--- config.mk ---
export PLATFORM = sky130hd
export DESIGN_NAME = banked_host_port
export DESIGN_NICKNAME = d
export VERILOG_FILES = /design/src/rtl/hrp_pkg.sv /design/src/rtl/hrp_ctrl.sv /design/src/rtl/hrp_regfile.sv /design/src/rtl/hrp_ptr.sv /design/src/rtl/banked_host_port.sv
export SDC_FILE = /design/constraint.sdc
export NUM_CORES = 1
export LEC_CHECK = 0
export CAP_MARGIN = 20
export CORE_ASPECT_RATIO = 0.75
export CORE_MARGIN = 10
export CORE_UTILIZATION = 55
export CTS_CLUSTER_SIZE = 12
export DETAILED_ROUTE_END_ITERATION = 12
export PLACE_DENSITY = 0.75
export SYNTH_ARGS = -nofsm -noshare
export SYNTH_HDL_FRONTEND = slang
export SYNTH_SLANG_ARGS = --single-unit
--- constraint.sdc ---
create_clock -name clk -period 4.2 [get_ports clk]
set_input_delay 1.05 -clock clk [delete_from_list [all_inputs] [get_ports clk]]
set_output_delay 1.05 -clock clk [all_outputs]
set_load 0.02 [all_outputs]
--- src/rtl/hrp_pkg.sv ---
package hrp_pkg;
    typedef enum logic {ST_RUN = 1'b0, ST_SRST = 1'b1} hrp_state_e;

    localparam int          BANK_W  = 3;
    localparam logic [15:0] CFG_RST = 16'hA0B1;
    localparam logic [15:0] CTL_RST = 16'h1210;
    localparam logic [7:0]  ERX_VAL = 8'h1F;
endpackage

--- src/rtl/hrp_ctrl.sv ---
module hrp_ctrl
    import hrp_pkg::*;
(
    input  logic clk,
    input  logic rst_n,
    input  logic srst_req,
    output logic acc_ok,
    output logic soft_clr
);
    hrp_state_e state_q, state_d;

    always_ff @(posedge clk or negedge rst_n) begin
        if (!rst_n) state_q <= ST_RUN;
        else        state_q <= state_d;
    end

    always_comb begin
        state_d = state_q;
        unique case (state_q)
            ST_RUN:  if (srst_req) state_d = ST_SRST;   // soft_reset_req
            ST_SRST: state_d = ST_RUN;                  // restore_done
            default: state_d = ST_RUN;
        endcase
    end

    always_comb begin
        acc_ok   = (state_q == ST_RUN);
        soft_clr = (state_q == ST_SRST);
    end

    AST_SRST_SINGLE: assert property (@(posedge clk) disable iff (!rst_n)
        (state_q == ST_SRST) |=> (state_q == ST_RUN));
endmodule

--- src/rtl/hrp_regfile.sv ---
module hrp_regfile
    import hrp_pkg::*;
(
    input  logic              clk,
    input  logic              rst_n,
    input  logic              clr,
    input  logic              wr,
    input  logic [3:0]        addr,
    input  logic [7:0]        wdata,
    output logic [BANK_W-1:0] bank,
    output logic [7:0]        pktnum,
    output logic [7:0]        reg_rd
);
    logic [BANK_W-1:0] bank_q;
    logic [15:0]       tcr_q, rcr_q, cfg_q, gpr_q, ctl_q;
    logic [7:0]        pkt_q;

    always_ff @(posedge clk or negedge rst_n) begin
        if (!rst_n) begin
            bank_q <= '0; tcr_q <= '0; rcr_q <= '0;
            cfg_q  <= CFG_RST; gpr_q <= '0; ctl_q <= CTL_RST; pkt_q <= '0;
        end else if (clr) begin
            bank_q <= '0; tcr_q <= '0; rcr_q <= '0;
            cfg_q  <= CFG_RST; gpr_q <= '0; ctl_q <= CTL_RST; pkt_q <= '0;
        end else if (wr) begin
            if (addr == 4'd14) begin
                bank_q <= wdata[BANK_W-1:0];
            end else if (addr != 4'd15) begin
                case (bank_q)
                    3'd0: case (addr)
                        4'd0:    tcr_q[7:0]  <= wdata;
                        4'd1:    tcr_q[15:8] <= wdata;
                        4'd4:    rcr_q[7:0]  <= wdata;
                        4'd5:    rcr_q[15:8] <= wdata;
                        default: ;
                    endcase
                    3'd1: case (addr)
                        4'd0:    cfg_q[7:0]  <= wdata;
                        4'd1:    cfg_q[15:8] <= wdata;
                        4'd10:   gpr_q[7:0]  <= wdata;
                        4'd11:   gpr_q[15:8] <= wdata;
                        4'd12:   ctl_q[7:0]  <= {wdata[7:2], 2'b00};
                        4'd13:   ctl_q[15:8] <= wdata;
                        default: ;
                    endcase
                    3'd2: if (addr == 4'd2) pkt_q <= wdata;
                    default: ;
                endcase
            end
        end
    end

    always_comb begin
        reg_rd = '0;
        if (addr == 4'd14) begin
            reg_rd = {{(8-BANK_W){1'b0}}, bank_q};
        end else if (addr != 4'd15) begin
            case (bank_q)
                3'd0: case (addr)
                    4'd0:    reg_rd = tcr_q[7:0];
                    4'd1:    reg_rd = tcr_q[15:8];
                    4'd4:    reg_rd = rcr_q[7:0];
                    4'd5:    reg_rd = rcr_q[15:8];
                    default: ;
                endcase
                3'd1: case (addr)
                    4'd0:    reg_rd = cfg_q[7:0];
                    4'd1:    reg_rd = cfg_q[15:8];
                    4'd10:   reg_rd = gpr_q[7:0];
                    4'd11:   reg_rd = gpr_q[15:8];
                    4'd12:   reg_rd = ctl_q[7:0];
                    4'd13:   reg_rd = ctl_q[15:8];
                    default: ;
                endcase
                3'd2: if (addr == 4'd2) reg_rd = pkt_q;
                3'd3: if (addr == 4'd12) reg_rd = ERX_VAL;
                default: ;
            endcase
        end
    end

    assign bank   = bank_q;
    assign pktnum = pkt_q;

    AST_CTL_LOW_ZERO: assert property (@(posedge clk) disable iff (!rst_n)
        ctl_q[1:0] == 2'b00);
    AST_SRST_DEFAULTS: assert property (@(posedge clk) disable iff (!rst_n)
        clr |=> (bank_q == '0 && rcr_q == '0 && cfg_q == CFG_RST && ctl_q == CTL_RST));
    AST_OFS15_INERT: assert property (@(posedge clk) disable iff (!rst_n)
        (wr && !clr && addr == 4'd15) |=> ($stable(bank_q) && $stable(tcr_q) && $stable(cfg_q)));
endmodule

--- src/rtl/hrp_ptr.sv ---
module hrp_ptr #(
    parameter int PAGE_W = 2,
    parameter int OFS_W  = 11,
    localparam int AW    = PAGE_W + OFS_W
) (
    input  logic              clk,
    input  logic              rst_n,
    input  logic              clr,
    input  logic              wr_lo,
    input  logic              wr_hi,
    input  logic [7:0]        wdata,
    input  logic              acc,
    input  logic [PAGE_W-1:0] rx_page,
    input  logic [PAGE_W-1:0] pk_page,
    output logic [15:0]       ptr,
    output logic [AW-1:0]     addr
);
    localparam logic [OFS_W-1:0] STEP = OFS_W'(1);

    logic [15:0] ptr_q;

    always_ff @(posedge clk or negedge rst_n) begin
        if (!rst_n)                  ptr_q <= '0;
        else if (clr)                ptr_q <= '0;
        else if (wr_lo)              ptr_q[7:0]  <= wdata;
        else if (wr_hi)              ptr_q[15:8] <= wdata;
        else if (acc && ptr_q[14])   ptr_q[OFS_W-1:0] <= ptr_q[OFS_W-1:0] + STEP;
    end

    assign ptr  = ptr_q;
    assign addr = {(ptr_q[15] ? rx_page : pk_page), ptr_q[OFS_W-1:0]};

    AST_PTR_TOP_HELD: assert property (@(posedge clk) disable iff (!rst_n)
        (acc && !clr && !wr_lo && !wr_hi) |=> (ptr_q[15:OFS_W] == $past(ptr_q[15:OFS_W])));
    AST_PTR_STEP: assert property (@(posedge clk) disable iff (!rst_n)
        (acc && !clr && ptr_q[14]) |=> (ptr_q[OFS_W-1:0] == $past(ptr_q[OFS_W-1:0]) + STEP));
endmodule

--- src/rtl/banked_host_port.sv ---
module banked_host_port
    import hrp_pkg::*;
#(
    parameter int PAGE_W = 2,
    parameter int OFS_W  = 11,
    localparam int AW    = PAGE_W + OFS_W
) (
    input  logic              clk,
    input  logic              rst_n,
    input  logic              host_wr,
    input  logic              host_rd,
    input  logic [3:0]        host_addr,
    input  logic [7:0]        host_wdata,
    output logic [7:0]        host_rdata,
    input  logic [PAGE_W-1:0] rxq_head,
    output logic [AW-1:0]     buf_addr,
    output logic              buf_we,
    output logic              buf_re,
    output logic [7:0]        buf_wdata,
    input  logic [7:0]        buf_rdata
);
    logic              acc_ok, soft_clr, srst_req;
    logic              acc_wr, acc_rd, in_b2, data_off;
    logic [BANK_W-1:0] bank;
    logic [7:0]        pktnum, reg_rd, rd_mux, rd_q;
    logic [15:0]       ptr;
    logic              data_sel_q;

    assign acc_wr   = host_wr && acc_ok;
    assign acc_rd   = host_rd && acc_ok;
    assign in_b2    = (bank == 3'd2);
    assign data_off = (host_addr[3:2] == 2'b10);
    assign srst_req = acc_wr && (bank == 3'd0) && (host_addr == 4'd5) && host_wdata[7];
    assign buf_we   = acc_wr && in_b2 && data_off;
    assign buf_re   = acc_rd && in_b2 && data_off;
    assign buf_wdata = host_wdata;

    hrp_ctrl u_ctrl (
        .clk(clk), .rst_n(rst_n), .srst_req(srst_req),
        .acc_ok(acc_ok), .soft_clr(soft_clr)
    );

    hrp_regfile u_regs (
        .clk(clk), .rst_n(rst_n), .clr(soft_clr), .wr(acc_wr),
        .addr(host_addr), .wdata(host_wdata),
        .bank(bank), .pktnum(pktnum), .reg_rd(reg_rd)
    );

    hrp_ptr #(.PAGE_W(PAGE_W), .OFS_W(OFS_W)) u_ptr (
        .clk(clk), .rst_n(rst_n), .clr(soft_clr),
        .wr_lo(acc_wr && in_b2 && host_addr == 4'd6),
        .wr_hi(acc_wr && in_b2 && host_addr == 4'd7),
        .wdata(host_wdata), .acc(buf_we || buf_re),
        .rx_page(rxq_head), .pk_page(pktnum[PAGE_W-1:0]),
        .ptr(ptr), .addr(buf_addr)
    );

    always_comb begin
        rd_mux = reg_rd;
        if (in_b2 && host_addr == 4'd6) rd_mux = ptr[7:0];
        if (in_b2 && host_addr == 4'd7) rd_mux = ptr[15:8];
    end

    always_ff @(posedge clk or negedge rst_n) begin
        if (!rst_n) begin
            rd_q       <= '0;
            data_sel_q <= 1'b0;
        end else if (acc_rd) begin
            rd_q       <= rd_mux;
            data_sel_q <= buf_re;
        end
    end

    assign host_rdata = data_sel_q ? buf_rdata : rd_q;

    AST_NO_BUF_IN_SRST: assert property (@(posedge clk) disable iff (!rst_n)
        soft_clr |-> (!buf_we && !buf_re));
    AST_STROBES_EXCL: assert property (@(posedge clk) disable iff (!rst_n)
        !(buf_we && buf_re) || (host_wr && host_rd));
endmodule

==> key figures <==
Status
  • Outcome: finished clean

Synthesis
  • Leading register cell type out of synthesis: sky130_fd_sc_hd__dfrtp_1
  • Combinational family with the most area after synthesis: compound AO/OA/AOI/OAI gates
  • Seq cells post-synth: 115
  • Synth Warn #: 0
  • Simple-gate portion of the synthesized area: 19.18%
  • Adder-Cell Fraction of Synth Area: less than 1%
  • Sequential area share after synthesis: between 40% and 50%
  • Complex-gate fraction of the synthesized area: 20.08%
  • Post-synthesis mux area share: 7.559%
  • Library cells used by synthesis: 71
  • Synthesized instance count: 675
  • XOR/XNOR share of the synthesized area: 0.1407%
  • Number of synthesized flops with an enable pin: 0
  • Post-synth ARST share: 100.0%
  • Post-synthesis average cell area: ~9.2 um^2
  • Number of nets produced by synthesis: 702
  • Post-synthesis instance area: 6223 um^2

Timing
  • Max-slew headroom at the worst pin: between 40% and 50%
  • Final Hold Violating Endpoints: 0
  • Setup-violating endpoint count in the final report: 0
  • Maximum achievable frequency: 266.7 MHz
  • Transition at the pin with the smallest max-transition slack: 889.2 ps
  • Setup_tns: 0 ps
  • Period utilization: around nine tenths
  • RSZ-0062 raised after global routing: false
  • Worst slack on hold paths: 473.2 ps
  • Max-slew violation total from the final report: 0
  • Final critical-path required period: 3749 ps
  • Clock skew after layout: 8.574 ps
  • Worst path setup slack after routing: approximately 450 ps

Clock network
  • Post-CTS sizing: 0
  • Clock-pin slew reported for the worst setup and hold paths after clock tree synthesis: around 50 ps
  • Number of buffers added to fix hold violations after cts: 0
  • Post-CTS Setup Repair Bufs: 0
  • Clock tree root driver cell: sky130_fd_sc_hd__clkbuf_16
  • Number of H-tree levels: 4
  • Clock latency reported for the late side of the worst-skew pair: a little over 400 ps
  • TritonCTS buffer count: 17
  • Max clock buf depth: 2
  • Num Clock Sinks: about 120
  • Clock tree from TritonCTS: yes

Final layout
  • N_diodes: 0
  • Layout cell share with drive strength beyond 1: about 14%
  • Post-layout utilization of the core: 66.69%
  • Final-stage net count: 734
  • Layout overhead on the synthesized area: 17.69%
  • Final Instance Count excl. Fillers: 860
  • Highest-count cells in the layout ignoring fill and taps: sky130_fd_sc_hd__nand2_1, sky130_fd_sc_hd__dfrtp_1, sky130_fd_sc_hd__o21ai_0, sky130_fd_sc_hd__clkdlybuf4s50_1, sky130_fd_sc_hd__nor2_1
  • Most common cell after layout, fill and taps aside: sky130_fd_sc_hd__nand2_1

Worst setup path
  • Cell with the largest stage delay on the worst path: sky130_fd_sc_hd__clkdlybuf4s50_1
  • Ordered list of cells on the worst path: clkdlybuf4s50_1, nor4b_4, nand2_1, nor2_1, clkdlybuf4s50_1
  • R2R cell count: 6
  • Critical-path maximum fanout: 2
  • Kind of capture point of the worst setup path: primary output
  • Arrival time of the worst setup path: 2700 ps
  • Maximum cell stage delay along the critical path: 640 ps
  • Worst flop-to-flop path startpoint: u_regs.bank[0]
  • Worst endpoint required time: 3150 ps
  • Cell type with the highest occurrence count on the critical path: sky130_fd_sc_hd__clkdlybuf4s50_1
  • Destination of the worst register-to-register timing path: u_regs.gpr_q[1]
  • Nature of the critical path startpoint: primary input
  • Reg-to-reg slack, setup: 1720 ps
  • Class of the most critical setup path: primary input to primary output

Detailed routing
  • Routed length on met3: around 2400 um
  • Routed via count: 5575
  • Detailed-router iteration count before antenna repair: 8
  • Met2 WL post-DR: 8033 um
  • Vias per inst: 6.483
  • Top routing layer used: met4
  • Post-route DRC violation count: 0
  • Post-detailed-route wirelength per cell: 22.73 um
  • Number of nets with antenna violations after detailed routing: 0
  • DR iter-0 viols: roughly 840
  • Overall routed net length: a little under 20000 um
  • WL met1: 8554 um

Global route
  • Number of global-route vias before repair: 5227
  • Wire length of the first global-routing pass: 30740 um
  • Number of antenna violations at the first check in global routing: 0
  • Total routing resource utilization after global routing: 24.65%
  • Maximum number of pins on one net before global-route repair: 116
  • Aggregate global routing overflow: 0

Floorplan
  • Horizontal die dimension: 142.8 um
  • Number of placement rows: 33
  • Core box area: between 10000 and 15000 um^2
  • DIE HEIGHT: ~110 um
  • Initial cell density of the core: 56.66%
  • Die area: 16010 um^2
  • Number of ports placed on the die boundary: 57

Placement
  • Gpl congestion: just over 0.9
  • Number of I/O port buffers: between 50 and 60
  • Sum of net half-perimeters after detailed placement: around 14000 um
  • Placed instance count: 828
  • Pre-CTS WS: approximately 450 ps

Worst hold path
  • Launch point of the worst hold path: u_regs.tcr_q[9]
  • HP Class: register to register
  • Worst hold stages: 2
  • Capture endpoint of the worst hold path: u_regs.tcr_q[9]

Flow run
  • Count of max-cap constraint violations: 0

Power and ir drop
  • PwrDens: 485.7 nW/um^2
  • Worst-case vdd ir drop: 0.0003485 V
  • Static leakage power: 3.149 nW
-- power by group --
group | total [mW] | internal (mW) | leakage, nW | switching, mW
logic | 0.705 | 0.298 | 1.43 | 0.407
registers | 1.52 | 1.36 | 1.47 | 0.163
clock network | 1.33 | 0.805 | 0.250 | 0.525
-- metrics by stage --
step	area, um^2	total power, mW
after global placement	6779	2.193
after global routing	7325	3.725
after detailed placement	6779	2.227
after CTS	7325	3.555
after floorplan	6223	1.953
final	7325	3.558
-- critical path: cells and delay by family --
kind / cells / cell delay, ps
simple gates: 3 / 540
buf+inv: 2 / 1110
-- cells by family (layout without fill, tap and decap cells) --
group | Yosys count | after routing
simple gates | 241 | 241
compound gates | 197 | 197
flops | 115 | 115
buf+inv | 75 | 120
mux | 45 | 45
fa+ha+maj | 1 | 1
xor+xnor | 1 | 1
-- routing by layer --
layer	track usage, %	vias to the layer above
met5	0	-
met4	8.436	0
met3	8.130	55
met2	32.59	340
met1	36.45	2702
li1	-	2478
-- registers in the layout (all words and copies together) (netlist names) --
| signal | count |
|---|---|
| u_ptr.ptr | 16 |
| u_regs.cfg_q | 16 |
| u_regs.gpr_q | 16 |
| u_regs.rcr_q | 16 |
| u_regs.tcr_q | 16 |
| u_regs.ctl_q | 14 |
| rd_q | 8 |
| u_regs.pktnum | 8 |
| u_regs.bank | 3 |
| data_sel_q | 1 |
| u_ctrl.soft_clr | 1 |
-- final cells by class --
class | instances | area [um^2]
clock inverters | 14 | 116.4
inverters | 7 | 26.28
multi-input cells | 485 | 2935
flip-flops and latches | 115 | 2889
fillers | 890 | 3659
well taps | 140 | 175.2
repair buffers | 81 | 753.2
clock buffers | 18 | 429.2
-- worst max-delay path by stage --
stage                       startpoint     end
after detailed placement  host_addr[2]  buf_re
after global routing      host_addr[2]  buf_re
after floorplan           host_addr[3]  buf_re
final                     host_addr[2]  buf_re
after global placement    host_addr[2]  buf_re
after CTS                 host_addr[2]  buf_re
-- Yosys cell counts (all sizes together) (2+ instances only) --
master / count / area share, %
mux2i: 29 / 4.7
nor2: 38 / 2.3
dfstp: 9 / 3.8
nor3b: 4 / 0.48
and2: 3 / 0.30
a21o: 4 / 0.48
o21ai: 93 / 7.5
nor4b: 3 / 0.86
a22oi: 3 / 0.36
o211ai: 2 / 0.24
nand3: 16 / 1.3
clkbuf: 25 / 1.5
o221ai: 3 / 0.42
nand3b: 2 / 0.24
a21oi: 29 / 2.3
a32oi: 4 / 0.56
buf: 43 / 4.5
a41oi: 3 / 0.97
and3: 9 / 0.90
nor2b: 7 / 0.70
nor4bb: 2 / 0.32
o22ai: 11 / 1.1
nor4: 4 / 0.84
a311oi: 2 / 0.28
a22o: 4 / 0.56
a31oi: 10 / 1.0
nand4: 5 / 0.50
dfrtp: 106 / 43
or2: 3 / 0.30
a2111oi: 3 / 0.52
a211oi: 5 / 0.60
or3: 5 / 0.50
nand2: 120 / 7.3
a32o: 7 / 1.1
a211o: 2 / 0.28
or3b: 2 / 0.32
mux2: 16 / 2.9
nor3: 10 / 0.80
inv: 7 / 0.42
o21a: 2 / 0.24
(Power assumes the default switching activity.)
